## src/rtl/synth_pkg.sv

```systemverilog
package synth_pkg;

  typedef enum logic [1:0] {
    ST_IDLE  = 2'd0,
    ST_RUN   = 2'd1,
    ST_DRAIN = 2'd2
  } syn_state_e;

  // Multiple of the reference unit ratio selected by the 2-bit code.
  // The code order is not numeric: 00->1, 10->2, 11->3, 01->4.
  function automatic int unsigned ref_mult(input logic [1:0] code);
    case (code)
      2'b00:   return 1;
      2'b10:   return 2;
      2'b11:   return 3;
      default: return 4;
    endcase
  endfunction

endpackage

```

## src/rtl/syn_cycle_div.sv

```systemverilog
module syn_cycle_div #(
  parameter int CNT_W = 12
) (
  input  logic             clk,
  input  logic             rst_n,
  input  logic             tick,
  input  logic             hold,
  input  logic             mute,
  input  logic [CNT_W-1:0] load_val,
  output logic             term
);

  logic [CNT_W-1:0] cnt;
  logic             at_zero;

  assign at_zero = (cnt == '0);

  always_ff @(posedge clk) begin
    if (!rst_n) begin
      cnt  <= '0;
      term <= 1'b0;
    end else begin
      term <= tick & at_zero & ~hold & ~mute;
      if (hold) begin
        cnt <= load_val;
      end else if (tick) begin
        // The ratio is read only here, at the terminal count.
        if (at_zero) cnt <= load_val;
        else         cnt <= cnt - 1'b1;
      end
    end
  end

endmodule

```

## src/rtl/syn_pfd.sv

```systemverilog
module syn_pfd (
  input  logic clk,
  input  logic rst_n,
  input  logic clr,
  input  logic allow_start,
  input  logic ev_main,
  input  logic ev_ref,
  output logic up,
  output logic dn
);

  logic set_up, set_dn, nx_up, nx_dn, both;

  // An edge may open a new pulse only while running. While draining,
  // an edge can still close a pulse already open on the other side.
  assign set_up = ev_ref  & (allow_start | dn);
  assign set_dn = ev_main & (allow_start | up);
  assign nx_up  = up | set_up;
  assign nx_dn  = dn | set_dn;
  assign both   = nx_up & nx_dn;

  always_ff @(posedge clk) begin
    if (!rst_n || clr) begin
      up <= 1'b0;
      dn <= 1'b0;
    end else begin
      up <= nx_up & ~both;
      dn <= nx_dn & ~both;
    end
  end

endmodule

```

## src/rtl/syn_ctl.sv

```systemverilog
module syn_ctl
  import synth_pkg::*;
(
  input  logic clk,
  input  logic rst_n,
  input  logic en,
  input  logic ev_ref,
  input  logic up,
  input  logic dn,
  output logic hold,
  output logic mute,
  output logic allow_start,
  output logic active
);

  syn_state_e st, st_nx;
  logic       stop_now;

  assign stop_now = (st == ST_DRAIN) & ev_ref & ~up & ~dn;

  always_comb begin
    st_nx = st;
    case (st)
      ST_IDLE:  if (en)       st_nx = ST_RUN;
      ST_RUN:   if (!en)      st_nx = ST_DRAIN;
      ST_DRAIN: if (stop_now) st_nx = ST_IDLE;
      default:                st_nx = ST_IDLE;
    endcase
  end

  always_ff @(posedge clk) begin
    if (!rst_n) st <= ST_IDLE;
    else        st <= st_nx;
  end

  assign hold        = (st == ST_IDLE);
  assign mute        = stop_now;
  assign allow_start = (st == ST_RUN);
  assign active      = (st != ST_IDLE);

endmodule

```

## src/rtl/synth_core.sv

```systemverilog
module synth_core
  import synth_pkg::*;
#(
  parameter int MAIN_BASE = 2176,
  parameter int OFS_W     = 7,
  parameter int REF_UNIT  = 4
) (
  input  logic             clk,
  input  logic             rst_n,
  input  logic             rf_tick,
  input  logic             ref_tick,
  input  logic             synth_en,
  input  logic [OFS_W-1:0] main_ofs,
  input  logic [1:0]       ref_code,
  output logic             main_pulse,
  output logic             ref_pulse,
  output logic             pump_up,
  output logic             pump_dn,
  output logic             active
);

  localparam int MAIN_CNT_W = $clog2(MAIN_BASE + (1 << OFS_W));
  localparam int REF_CNT_W  = $clog2(4 * REF_UNIT);

  logic [MAIN_CNT_W-1:0] main_load;
  logic [REF_CNT_W-1:0]  ref_load;
  logic                  hold, mute, allow_start;

  assign main_load = MAIN_CNT_W'(MAIN_BASE - 1) + MAIN_CNT_W'(main_ofs);
  assign ref_load  = REF_CNT_W'(REF_UNIT * ref_mult(ref_code) - 1);

  syn_cycle_div #(.CNT_W(MAIN_CNT_W)) u_main_div (
    .clk(clk), .rst_n(rst_n), .tick(rf_tick), .hold(hold), .mute(mute),
    .load_val(main_load), .term(main_pulse)
  );

  syn_cycle_div #(.CNT_W(REF_CNT_W)) u_ref_div (
    .clk(clk), .rst_n(rst_n), .tick(ref_tick), .hold(hold), .mute(mute),
    .load_val(ref_load), .term(ref_pulse)
  );

  syn_pfd u_pfd (
    .clk(clk), .rst_n(rst_n), .clr(hold), .allow_start(allow_start),
    .ev_main(main_pulse), .ev_ref(ref_pulse), .up(pump_up), .dn(pump_dn)
  );

  syn_ctl u_ctl (
    .clk(clk), .rst_n(rst_n), .en(synth_en), .ev_ref(ref_pulse),
    .up(pump_up), .dn(pump_dn), .hold(hold), .mute(mute),
    .allow_start(allow_start), .active(active)
  );

endmodule

```

## config.mk

```make
export PLATFORM = sky130hd
export DESIGN_NAME = synth_core
export DESIGN_NICKNAME = d
export VERILOG_FILES = /design/src/rtl/synth_pkg.sv /design/src/rtl/syn_cycle_div.sv /design/src/rtl/syn_pfd.sv /design/src/rtl/syn_ctl.sv /design/src/rtl/synth_core.sv
export SDC_FILE = /design/constraint.sdc
export NUM_CORES = 1
export LEC_CHECK = 0
export CAP_MARGIN = 10
export CORE_MARGIN = 2
export CORE_UTILIZATION = 50
export CTS_CLUSTER_SIZE = 25
export DETAILED_ROUTE_END_ITERATION = 6
export PLACE_DENSITY = 0.81
export RECOVER_POWER = 50
export SLEW_MARGIN = 20
export SYNTH_ARGS = -nofsm -noshare
export SYNTH_HDL_FRONTEND = slang
export SYNTH_HIERARCHICAL = 1
export SYNTH_SLANG_ARGS = --single-unit
```

## constraint.sdc

```tcl
create_clock -name clk -period 1.8 [get_ports clk]
set_input_delay 0.45 -clock clk [delete_from_list [all_inputs] [get_ports clk]]
set_output_delay 0.45 -clock clk [all_outputs]
set_load 0.01 [all_outputs]
```

-- Word level (Yosys, flattened, before mapping)
Index checks and enable logic that the tools add are counted.
- bits in registers: 22
- output and inout bits: 5
- input bits: 14
- logic and storage cells: 62
- bitwise operators: 23
- $add $sub $neg: 4
- mux-type cells: 11
- reductions and logical operators: 10
- eq/ne operators: 7
- operator list (cell ; number):
    12-bit 2-to-1 mux ; 3
    1-bit AND ; 14
    12-bit by 7-bit adder with 12-bit output, first input constant ; 1
    12-bit logical NOT ; 1
    4-bit 2-to-1 mux ; 3
    2-bit one-hot mux with 3 select lines ; 2
    12-bit by 1-bit subtractor with 12-bit output, second input constant ; 1
    4-bit by 1-bit subtractor with 4-bit output, second input constant ; 2
    2-bit == test, second input constant ; 3
    2-bit 2-to-1 mux ; 3
    2-bit != test, second input constant ; 3
    2-bit nonzero test ; 3
    1-bit inverter ; 5
    2-bit logical NOT ; 2
    4-bit logical NOT ; 1
    1-bit bitwise OR ; 4
    3-bit AND reduction ; 1
    2-bit by 1-bit == test with 1-bit output, second input constant ; 1
    1-bit logical NOT ; 1
    1-bit logical OR ; 1

-- Logic depth before layout (Yosys ltp)
- depth in word-level cells: 7
- gate-level depth with buffers: 7
- gate-level depth less buffers: 6

-- Hierarchy
The synthesis kept the hierarchy.
- modules (own cells, without submodules) (module ; instances ; cells each ; area an instance (um^2) ; seq. area each (um^2)):
    syn_cycle_div at u_main_div ; 1 ; 108 ; 960.9 ; 260.2
    syn_cycle_div at u_ref_div ; 1 ; 36 ; 315.3 ; 100.1
    synth_core ; 1 ; 22 ; 156.4 ; 0.0
    syn_ctl ; 1 ; 12 ; 100.1 ; 40.0
    syn_pfd ; 1 ; 7 ; 88.8 ; 40.0

-- Worst setup path before layout
OpenSTA, ideal clock, no wires.
- path type: flip-flop to flip-flop
- from: register u_main_div.cnt[0]
- to: register u_main_div.cnt[4]
- stages on the path, launching flop included: 8
- buffers on the path: 1
- required time: 1.677 ns
- clock period less this slack: 1.685 ns
- library setup time: 0.123 ns
- arrival: 1.562 ns
- slack: 0.115 ns
- path through: dfxtp_1 -> inv_1 -> ha_1 -> nor3b_2 -> and3_1 -> buf_4 -> mux2i_1 -> o22ai_1
- word-level cells in the longest chain between the ends: 4
- elaborated cells between the ends (all ways): 5
- classes of those cells: add/sub: 1; mux: 3; reduce/logical: 1
- RTL lines (item ; RTL line ; source):
    from (decl) ; syn_cycle_div.sv:13 ; logic [CNT_W-1:0] cnt;
    from (signal assigned) ; syn_cycle_div.sv:25 ; cnt <= load_val;
    from (signal assigned) ; syn_cycle_div.sv:28 ; if (at_zero) cnt <= load_val;
    from (signal assigned) ; syn_cycle_div.sv:29 ; else cnt <= cnt - 1'b1;
    12-bit by 1-bit subtractor with 12-bit output or 12-bit logical NOT (tied branches) ; syn_cycle_div.sv:29, syn_cycle_div.sv:16 ;
    12-bit 2-to-1 mux (*) ; syn_cycle_div.sv:28 ;
    12-bit 2-to-1 mux (*) ; syn_cycle_div.sv:26 ; end else if (tick) begin
    12-bit 2-to-1 mux (*) ; syn_cycle_div.sv:24 ; if (hold) begin
Every way passes the cells marked *; elsewhere a longest branch is shown, timed or not. The select of a mux whose other input is x is not followed.
A chain may end at the register's enable or synchronous reset.

-- Worst setup path after layout
- from: register u_main_div.cnt[1]
- to: register u_main_div.cnt[3]
Same word-level chain as after synthesis.

==> metrics.cfg <==
[clocking]
clkTransAtPathRegs_ns=0.14
cts_tree=done
htreeDepth=1
numCtsBuffers=3
cts-root-buf=clkbuf_4
hold_buffers=0
worst_skew_pair.late_latency_ns=0.32
cts_buffer_depth=2
cts.sinks=22
post_cts_buffers=0

[setup_path]
required_ns=2.01
crit_chain=inv_1 -> ha_2 -> nor3b_4 -> and3_2 -> mux2i_1 -> o2bb2ai_1
slowest_stage=dfxtp_1
slowest_delay_ns=0.38
crit_buf_inv=1
crit_arrival_ns=1.98
critPathMaxFanout=5
path_class=flop to flop
endpoint_kind=flop
startpoint_type=flop
crit_family=simple AND/OR/NAND/NOR gates

[cells_and_area]
design_area_um2=2100
diodes=0
finalNetCount=250
stdcell_count=273
drive_above_1_share_pct=24.5
area_growth_pct=29.8

[route]
drtIter0Drc=105
totalWireLength_mm=4.13
first_pass_iters=5
drc=0
vias=1623
viasPerCell=5.95
drtAntennaViolNets=0
wire_per_inst_um=15.1

[timing]
fmax_mhz=567
worst_slack_ns=0.0354
setup_viol=0
finalSetupTns_ns=0
finalCritPeriodShare_pct=98.0
min_period_ns=1.76
slew_violations=0
holdWs_ns=0.467
finalClockSkew_ns=0.0101
hold_viol=0
grt_setup_unrepaired=no

[logic_synthesis]
ys_types=58
synthTopCellsByArea=dfxtp_1 (27%), nor4_4 (5.2%), ha_1 (4.6%)
yosysSeqAreaShare_pct=27.2
avgSynthCellArea_um2=8.77
synth_warnings=6
synthArstFlopShare_pct=0
synth_top_flop_cell=dfxtp_1
yosys-top-cells-count=dfxtp_1 (22), inv_1 (15), nand2_1 (12), o21ai_0 (10), nor2_1 (9)
ys_ff_latch=22
synth_edf_count=0
synth_area_um2=1620
synth_top_cell_by_area=dfxtp_1
yosysTopAreaCellShare_pct=27.2
postSynthCellCount=185
synth_most_common_cell=dfxtp_1

[global_routing]
grt_pass1_wl_mm=6.75
grt_use_total_pct=24.4
grt_pass1_vias=1523
antenna_found_initial=0
grt_max_degree=28
grt.overflow.total=0

[placement]
port_buffers=18
postPlaceCellArea_um2=2020
gp_congestion=0.899
dp_cells=269
hpwl_mm=2.97
pre_cts_ws_ns=-0.417

[die]
start_util_pct=52.7
die_w_um=61.0
die_h_um=61.0
rows=20
io_pins=19
die_area_um2=3710
core_um2=3080

[run_status]
status=finished clean

[power_and_ir_drop]
peakVddDrop_mv=0.342
power-per-cell-area_nw_per_um2=728
p_leak_uw=0.000835

[worst_hold_path]
hold_class=flop to flop

[flow_run]
drv_cap=0

==> final timing paths <==
kind / start / to / slack, ns / cells after the start
max reg2reg: u_main_div/cnt[1] / u_main_div/cnt[3] / 0.04 / 6
max: u_main_div/cnt[1] / u_main_div/cnt[3] / 0.04 / 6
min reg2reg: u_pfd/dn / u_pfd/up / 0.47 / 1
min: u_pfd/dn / u_pfd/up / 0.47 / 1
==> metal layers <==
metal	share of wire (%)	track usage (%)	wire, µm	vias to the layer above
li1	-	-	-	774
met1	43	31.2	1760	739
met2	47	41.5	1930	89
met3	8.2	3.41	340	21
met4	2.5	9.63	102	0
met5	0	0	0	-
==> where the power goes <==
group          switching [µW]  internal [µW]
Clock                     166            225
Combinational             287            264
Sequential               57.5            532
==> final cells by class <==
cell class / count / area (µm²)
sequential: 22 / 447
clock buffer: 3 / 22.5
tap: 44 / 55.1
timing repair buffer: 42 / 375
clock inverter: 1 / 30.0
multi-input combinational: 146 / 1120
fill: 259 / 973
inverter: 15 / 56.3
==> registers in the layout, indices dropped and copies added (netlist names) <==
| register | cells |
|---|---|
| u_ctl/st | 2 |
| u_pfd/up | 1 |
| u_main_div/term | 1 |
| u_ref_div/term | 1 |
| u_pfd/dn | 1 |
| u_main_div/cnt | 12 |
| u_ref_div/cnt | 4 |
==> stage by stage <==
| step | power (µW) | utilization, % |
|---|---|---|
| 2_1_floorplan | 920 | - |
| 3_3_place_gp | 1090 | 65.7 |
| 3_5_place_dp | 1110 | 65.7 |
| 4_1_cts | 1510 | 67.8 |
| 5_1_grt | 1600 | 68.4 |
| 6_report | 1530 | 68.4 |
==> what timing repair did <==
| action | in CTS | in global routing |
|---|---|---|
| endpoints found under the setup margin | 6 | 10 |
| gates resized for setup | 4 | 15 |
| pin swaps | 0 | 1 |
==> cell families after synthesis <==
logic type	share of synthesized area, %
flip-flops	27.2
XOR/XNOR	2.70
AO/OA/AOI/OAI	21.8
buffers and inverters	6.33
AND/OR/NAND/NOR	33.2
multiplexers	3.70
adder cells (fa/ha/maj)	4.63
other	0.463
==> cells in the final DEF (no fill, tap or decap), types with 2 or more instances in the layout <==
master,count
nor4_4,4
inv_1,14
a21boi_0,3
dfxtp_1,17
a22oi_1,2
nand2_1,12
nor2b_1,3
a211o_1,2
clkbuf_4,4
clkdlybuf4s50_1,16
nor4_1,2
xnor2_1,2
mux2i_1,6
o22ai_1,4
a31oi_1,7
or3_1,2
conb_1,7
o21ai_0,10
xor2_1,3
ha_1,5
nor3b_1,3
or2_2,3
a21oi_1,7
o21a_1,2
o2bb2ai_1,3
o21ai_1,2
and3b_1,2
nor2_1,8
buf_4,20
nor4b_1,3
nor4_2,3
nor3_1,6
dfxtp_2,5
Power figures use the tool's default switching activity.
